==> src/rtl/fir2p_pkg.sv <==
package fir2p_pkg;

    localparam int SMP_W = 8;
    localparam int ACC_W = 16;
    localparam int SPLIT = SMP_W / 2;

    typedef logic signed [SMP_W-1:0] smp_t;
    typedef logic signed [ACC_W-1:0] acc_t;

    // one incoming block: two consecutive samples
    typedef struct packed {
        smp_t early;
        smp_t late;
    } pair_t;

    // partial products of one multiply, before merging
    typedef struct packed {
        acc_t hi_part;
        acc_t lo_part;
    } pp_pair_t;

    function automatic int tree_levels(input int n);
        return (n <= 1) ? 0 : $clog2(n);
    endfunction

    // history register + two multiplier stages + one stage per tree level
    function automatic int pipe_latency(input int ntaps);
        return 3 + tree_levels(ntaps);
    endfunction

    function automatic acc_t merge_parts(input pp_pair_t p);
        return (p.hi_part <<< SPLIT) + p.lo_part;
    endfunction

endpackage

==> src/rtl/fir2p_mul.sv <==
module fir2p_mul
    import fir2p_pkg::*;
(
    input  logic clk,
    input  logic rst,
    input  smp_t a,
    input  smp_t b,
    output acc_t prod
);

    pp_pair_t pp_q;
    acc_t     a_ext;
    acc_t     lo_ext;
    acc_t     hi_ext;

    always_comb begin
        a_ext  = acc_t'(a);
        lo_ext = acc_t'({1'b0, b[SPLIT-1:0]});
        hi_ext = acc_t'($signed(b[SMP_W-1:SPLIT]));
    end

    // stage 1: two narrow partial products
    always_ff @(posedge clk) begin
        if (rst) begin
            pp_q <= '0;
        end else begin
            pp_q.lo_part <= a_ext * lo_ext;
            pp_q.hi_part <= a_ext * hi_ext;
        end
    end

    // stage 2: shift and merge
    always_ff @(posedge clk) begin
        if (rst) begin
            prod <= '0;
        end else begin
            prod <= merge_parts(pp_q);
        end
    end

endmodule

==> src/rtl/fir2p_sum.sv <==
module fir2p_sum
    import fir2p_pkg::*;
#(
    parameter int N = 8
) (
    input  logic clk,
    input  logic rst,
    input  acc_t terms [N],
    output acc_t total
);

    localparam int LEVELS = tree_levels(N);
    localparam int WIDTH  = 1 << LEVELS;
    localparam int NODES  = 2 * WIDTH - 1;

    // heap order: node 0 is the root, leaves start at WIDTH-1
    acc_t node [NODES];

    genvar j;
    generate
        for (j = 0; j < WIDTH; j++) begin : g_leaf
            if (j < N) begin : g_used
                assign node[WIDTH-1+j] = terms[j];
            end else begin : g_pad
                assign node[WIDTH-1+j] = '0;
            end
        end
        for (j = 0; j < WIDTH - 1; j++) begin : g_node
            always_ff @(posedge clk) begin
                if (rst) begin
                    node[j] <= '0;
                end else begin
                    node[j] <= node[2*j+1] + node[2*j+2];
                end
            end
        end
    endgenerate

    assign total = node[0];

endmodule

==> src/rtl/fir2p_top.sv <==
module fir2p_top
    import fir2p_pkg::*;
#(
    parameter int                    NTAPS = 8,
    parameter logic [NTAPS*8-1:0]    COEFS = 64'h0BF9_0580_7F03_FE01
) (
    input  logic        clk,
    input  logic        rst,
    input  logic        in_valid,
    input  logic [7:0]  smp_early,
    input  logic [7:0]  smp_late,
    output logic        out_valid,
    output logic [15:0] y_early,
    output logic [15:0] y_late
);

    localparam int HALF = NTAPS / 2;
    localparam int LAT  = pipe_latency(NTAPS);

    pair_t in_pair;
    smp_t  hist_e [HALF];
    smp_t  hist_l [HALF+1];
    acc_t  prod_e [NTAPS];
    acc_t  prod_l [NTAPS];
    acc_t  sum_e;
    acc_t  sum_l;
    logic [LAT-1:0] vpipe;

    always_comb begin
        in_pair.early = smp_t'(smp_early);
        in_pair.late  = smp_t'(smp_late);
    end

    // sample history, advanced only by accepted pairs
    always_ff @(posedge clk) begin
        if (rst) begin
            for (int i = 0; i < HALF; i++) hist_e[i] <= '0;
            for (int i = 0; i <= HALF; i++) hist_l[i] <= '0;
        end else if (in_valid) begin
            hist_e[0] <= in_pair.early;
            hist_l[0] <= in_pair.late;
            for (int i = 1; i < HALF; i++) hist_e[i] <= hist_e[i-1];
            for (int i = 1; i <= HALF; i++) hist_l[i] <= hist_l[i-1];
        end
    end

    genvar i;
    generate
        for (i = 0; i < HALF; i++) begin : g_tap
            localparam smp_t C_EV = smp_t'(COEFS[(2*i)*SMP_W +: SMP_W]);
            localparam smp_t C_OD = smp_t'(COEFS[(2*i+1)*SMP_W +: SMP_W]);

            // early lane: even taps on early history, odd taps on late history one block back
            fir2p_mul u_e_ev (.clk(clk), .rst(rst), .a(hist_e[i]),   .b(C_EV), .prod(prod_e[2*i]));
            fir2p_mul u_e_od (.clk(clk), .rst(rst), .a(hist_l[i+1]), .b(C_OD), .prod(prod_e[2*i+1]));
            // late lane: even taps on late history, odd taps on early history
            fir2p_mul u_l_ev (.clk(clk), .rst(rst), .a(hist_l[i]),   .b(C_EV), .prod(prod_l[2*i]));
            fir2p_mul u_l_od (.clk(clk), .rst(rst), .a(hist_e[i]),   .b(C_OD), .prod(prod_l[2*i+1]));
        end
    endgenerate

    fir2p_sum #(.N(NTAPS)) u_sum_e (.clk(clk), .rst(rst), .terms(prod_e), .total(sum_e));
    fir2p_sum #(.N(NTAPS)) u_sum_l (.clk(clk), .rst(rst), .terms(prod_l), .total(sum_l));

    always_ff @(posedge clk) begin
        if (rst) begin
            vpipe <= '0;
        end else begin
            vpipe <= {vpipe[LAT-2:0], in_valid};
        end
    end

    assign out_valid = vpipe[LAT-1];
    assign y_early   = sum_e;
    assign y_late    = sum_l;

endmodule

==> config.mk <==
export PLATFORM = sky130hd
export DESIGN_NAME = fir2p_top
export DESIGN_NICKNAME = d
export VERILOG_FILES = /design/src/rtl/fir2p_pkg.sv /design/src/rtl/fir2p_mul.sv /design/src/rtl/fir2p_sum.sv /design/src/rtl/fir2p_top.sv
export SDC_FILE = /design/constraint.sdc
export NUM_CORES = 2
export LEC_CHECK = 0
export ABC_AREA = 0
export BUFFER_PORTS_ARGS = -buffer_cell sky130_fd_sc_hd__buf_2
export CORE_MARGIN = 5
export CORE_UTILIZATION = 65
export DETAILED_ROUTE_END_ITERATION = 10
export PLACE_DENSITY = 0.82
export SETUP_SLACK_MARGIN = 0.4
export SYNTH_ARGS = -nofsm -noshare
export SYNTH_HDL_FRONTEND = slang
export SYNTH_SLANG_ARGS = --single-unit
==> constraint.sdc <==
create_clock -name clk -period 10.8 [get_ports clk]
set_input_delay 0.54 -clock clk [delete_from_list [all_inputs] [get_ports clk]]
set_output_delay 0.54 -clock clk [all_outputs]
set_load 0.1 [all_outputs]
==> qor.csv <==
stage;metric;value;unit
final_layout;layout net count;4741;
job;max cap viols;0;
placed_design;Post-DP HPWL;63300;µm
sta;clk_skew;18.3;ps
synthesis;cell taking the most area after synthesis;dfxtp_1;
detailed_routing;routed vias;28400;
worst_setup_path;reg-to-reg endpoint;g_tap[1].u_e_od.pp_q[14];
grt;global-route wire length before repair;139000;µm
final_layout;commonest non-fill, non-tap cell in the layout;dfxtp_1;
sta;Least-Margin Pin Slew;1090;ps
cts;setup bufs post-CTS;0;
die;Initial Util;65.2;%
sta;Final WS setup;6990;ps
hold_path;Hold WC Path Type;primary input to flip-flop;
detailed_routing;antenna violation net count after detailed routing;0;
cts;CTS root buffer;clkbuf_16;
status;outcome;finished clean;
synthesis;Post-Syn Area per Cell;9.36;µm²
final_layout;Antenna diodes;0;
worst_setup_path;CP Launch Type;flip-flop;
synthesis;Synth Area in Compound Gates;13.4;%
synthesis;Post-Synth Simple-Gate Area;17.2;%
cts;CTS tree;done;
hold_path;Hold Path Sink;hist_l[0][1];
die;core area;60000;µm²
synthesis;Synth Register Bits;721;
die;# rows;90;
synthesis;area share of the largest cell type after synthesis;33.2;%
worst_setup_path;Critical Path AT;4310;ps
sta;crit share post-route;35.3;%
worst_setup_path;crit path kind;flip-flop to flip-flop;
detailed_routing;drt first-iter violations;1676;
cts;Hold Buf Count CTS;0;
worst_setup_path;Critical Path RT;11300;ps
cts;CTS max path bufs;3;
pwr;leak pwr;19.4;nW
synthesis;asr flop ratio synth;0;%
synthesis;synthesized cell area;39100;µm²
synthesis;largest family of logic cells by synthesized area;adder cells;
synthesis;Netlist cell types;69;
grt;grt ovf;0;
worst_setup_path;Critical Path End Type;flip-flop;
grt;GRT Total Usage;26.1;%
worst_setup_path;CP Max Fanout;6;
worst_setup_path;reg2reg setup slack;6990;ps
cts;Clk Latency, worst-skew pair;620;ps
synthesis;cells taking the most area after synthesis;dfxtp_1, ha_1, edfxtp_1;
final_layout;commonest non-fill, non-tap cells in the layout;dfxtp_1, nor2_1, ha_1;
synthesis;mux cell area share after synthesis;1.75;%
placed_design;IO buf count;51;
pwr;Power per Cell Area;183;nW/µm²
pwr;Peak VDD IR;0.112;mV
worst_setup_path;Worst Reg-to-Reg Cells;14;
die;Die ar.;65200;µm²
sta;final number of setup-violating endpoints;0;
synthesis;Post-Synth Adder-Cell Area;18.6;%
cts;TritonCTS Buffers;75;
hold_path;Hold Path Depth;2;
placed_design;DP Worst Slack;6870;ps
grt;initial antenna violation count;8;
sta;relative slew slack;27.6;%
sta;Fin. Hold Viols;0;
synthesis;EDFF count, synth;72;
detailed_routing;post-DR vias/cell;5.66;
sta;unrepaired setup endpoints after global routing;false;
sta;fin. max-slew vios;0;
final_layout;Syn-to-layout area delta;8.40;%
sta;fmax;263;MHz
final_layout;FILL cells;4405;
sta;Fin Setup TNS;0;ps
detailed_routing;wire length per cell;17.0;µm
placed_design;GPL Wtd Cong;0.944;
grt;pin count of the biggest net entering global routing;211;
detailed_routing;Residual DRC;0;
cts;post-cts resize count;0;
die;Die Width;255;µm
cts;CTS clk-pin slew, worst paths;60;ps
worst_setup_path;launching point of the worst reg2reg path;hist_l[2][2];
grt;vias in the first global route;27500;
final_layout;layout cell share with drive strength beyond 1;6.08;%
hold_path;min-delay src;smp_late[1];
die;Ports;52;
synthesis;synth warn;0;
synthesis;Post-Syn Nets;4737;
cts;H-tree depth;3;
synthesis;ys flop type;dfxtp_1;
sta;post-layout min period;3810;ps
synthesis;Seq/Total Area, Yosys;38.8;%
sta;WHS;192;ps
die;die extent in y;255;µm
synthesis;Synth Area in XOR/XNOR;5.89;%
synthesis;Synth Instances;4176;
cts;Sinks on Clock Net;721;
detailed_routing;drt first pass iters;7;
detailed_routing;WL final;85400;µm
## stage by stage
stage          util [%]  std cells  total power [mW]  area (µm²)
3_5_place_dp       66.3       4885              5.11       39800
5_1_grt            70.6       5024              8.17       42400
4_1_cts            70.6       5024              7.79       42400
2_1_floorplan         -       4176              4.69       39100
6_report           70.6       5024              7.76       42400
3_3_place_gp       66.3       4885              5.07       39800
## critical path, cell delays in order (launching register included)
cell and delay [ps]:
edfxtp_1 450, inv_1 100, ha_1 320, xor2_1 160
ha_1 340, inv_1 70, fa_1 490, inv_1 40
ha_1 320, nor2b_1 160, o21a_1 170, o21ai_0 230
a21oi_1 160, o41ai_1 300, mux2_2 370
## cell usage after synthesis, types with 42 or more instances
library cell	instances
nor2b_1	300
nor3_1	129
and2_1	90
xnor2_1	143
edfxtp_1	72
ha_1	474
mux2_2	42
nand2_1	145
a21o_1	95
o21ai_0	169
dfxtp_1	649
clkbuf_1	90
a21oi_1	222
o21a_1	65
fa_1	68
a211oi_1	48
inv_1	289
nor2_1	480
xor2_1	120
## metal layers
layer / part of all wire [%] / global-route usage [%] / up-vias
li1: - / - / 14300
met1: 46 / 35.5 / 13200
met2: 46 / 42.6 / 684
met3: 5.1 / 3.82 / 171
met4: 3.6 / 9.66 / 6
met5: 0.048 / 0 / -
## power breakdown
group	switching (mW)	leakage, nW	internal (mW)
clock network	1.07	1.27	1.59
logic	1.15	12.0	0.740
registers	0.179	6.13	3.03
## registers in the layout (all words and copies together) (netlist names)
| signal | flops |
|---|---|
| hist_l | 40 |
| g_tap.u_l_od.prod | 53 |
| g_tap.u_e_od.pp_q | 67 |
| u_sum_e.node | 96 |
| u_sum_e.total | 16 |
| g_tap.u_l_ev.prod | 42 |
| g_tap.u_e_ev.prod | 42 |
| g_tap.u_e_od.prod | 52 |
| u_sum_l.total | 16 |
| g_tap.u_l_ev.pp_q | 48 |
| vpipe | 6 |
| g_tap.u_e_ev.pp_q | 51 |
| u_sum_l.node | 96 |
| hist_e | 32 |
| g_tap.u_l_od.pp_q | 64 |
## layout make-up
| type | count | area, µm² | share of cell area (%) |
|---|---|---|---|
| clock buffers | 99 | 2100 | 4.96 |
| flip-flops and latches | 721 | 15200 | 35.8 |
| multi-input cells | 3035 | 22300 | 52.5 |
| well taps | 782 | 978 | 2.31 |
| inverters | 289 | 1080 | 2.56 |
| clock inverters | 40 | 464 | 1.10 |
| repair buffers | 58 | 343 | 0.809 |
## worst max-delay path by stage
| stage | from | to | slack [ps] |
|---|---|---|---|
| 6_report | hist_l[2][2] | g_tap[1].u_e_od.pp_q[14] | 6990 |
| 5_1_grt | hist_l[2][4] | g_tap[1].u_e_od.pp_q[11] | 6510 |
| 4_1_cts | hist_l[2][2] | g_tap[1].u_e_od.pp_q[10] | 6980 |
| 3_5_place_dp | rst | u_sum_l.node[174] | 6870 |
| 3_3_place_gp | rst | u_sum_l.node[174] | 6880 |
| 2_1_floorplan | hist_l[2][2] | g_tap[1].u_e_od.pp_q[14] | 7290 |
## logic make-up (layout without fill, tap and decap cells)
family,count (synthesis),after routing
buf+inv,420,486
simple gates,1346,1346
mux,63,63
compound gates,821,821
xor+xnor,263,263
fa+ha+maj,542,542
flops,721,721
No activity file was read; power rests on OpenSTA's default activity.
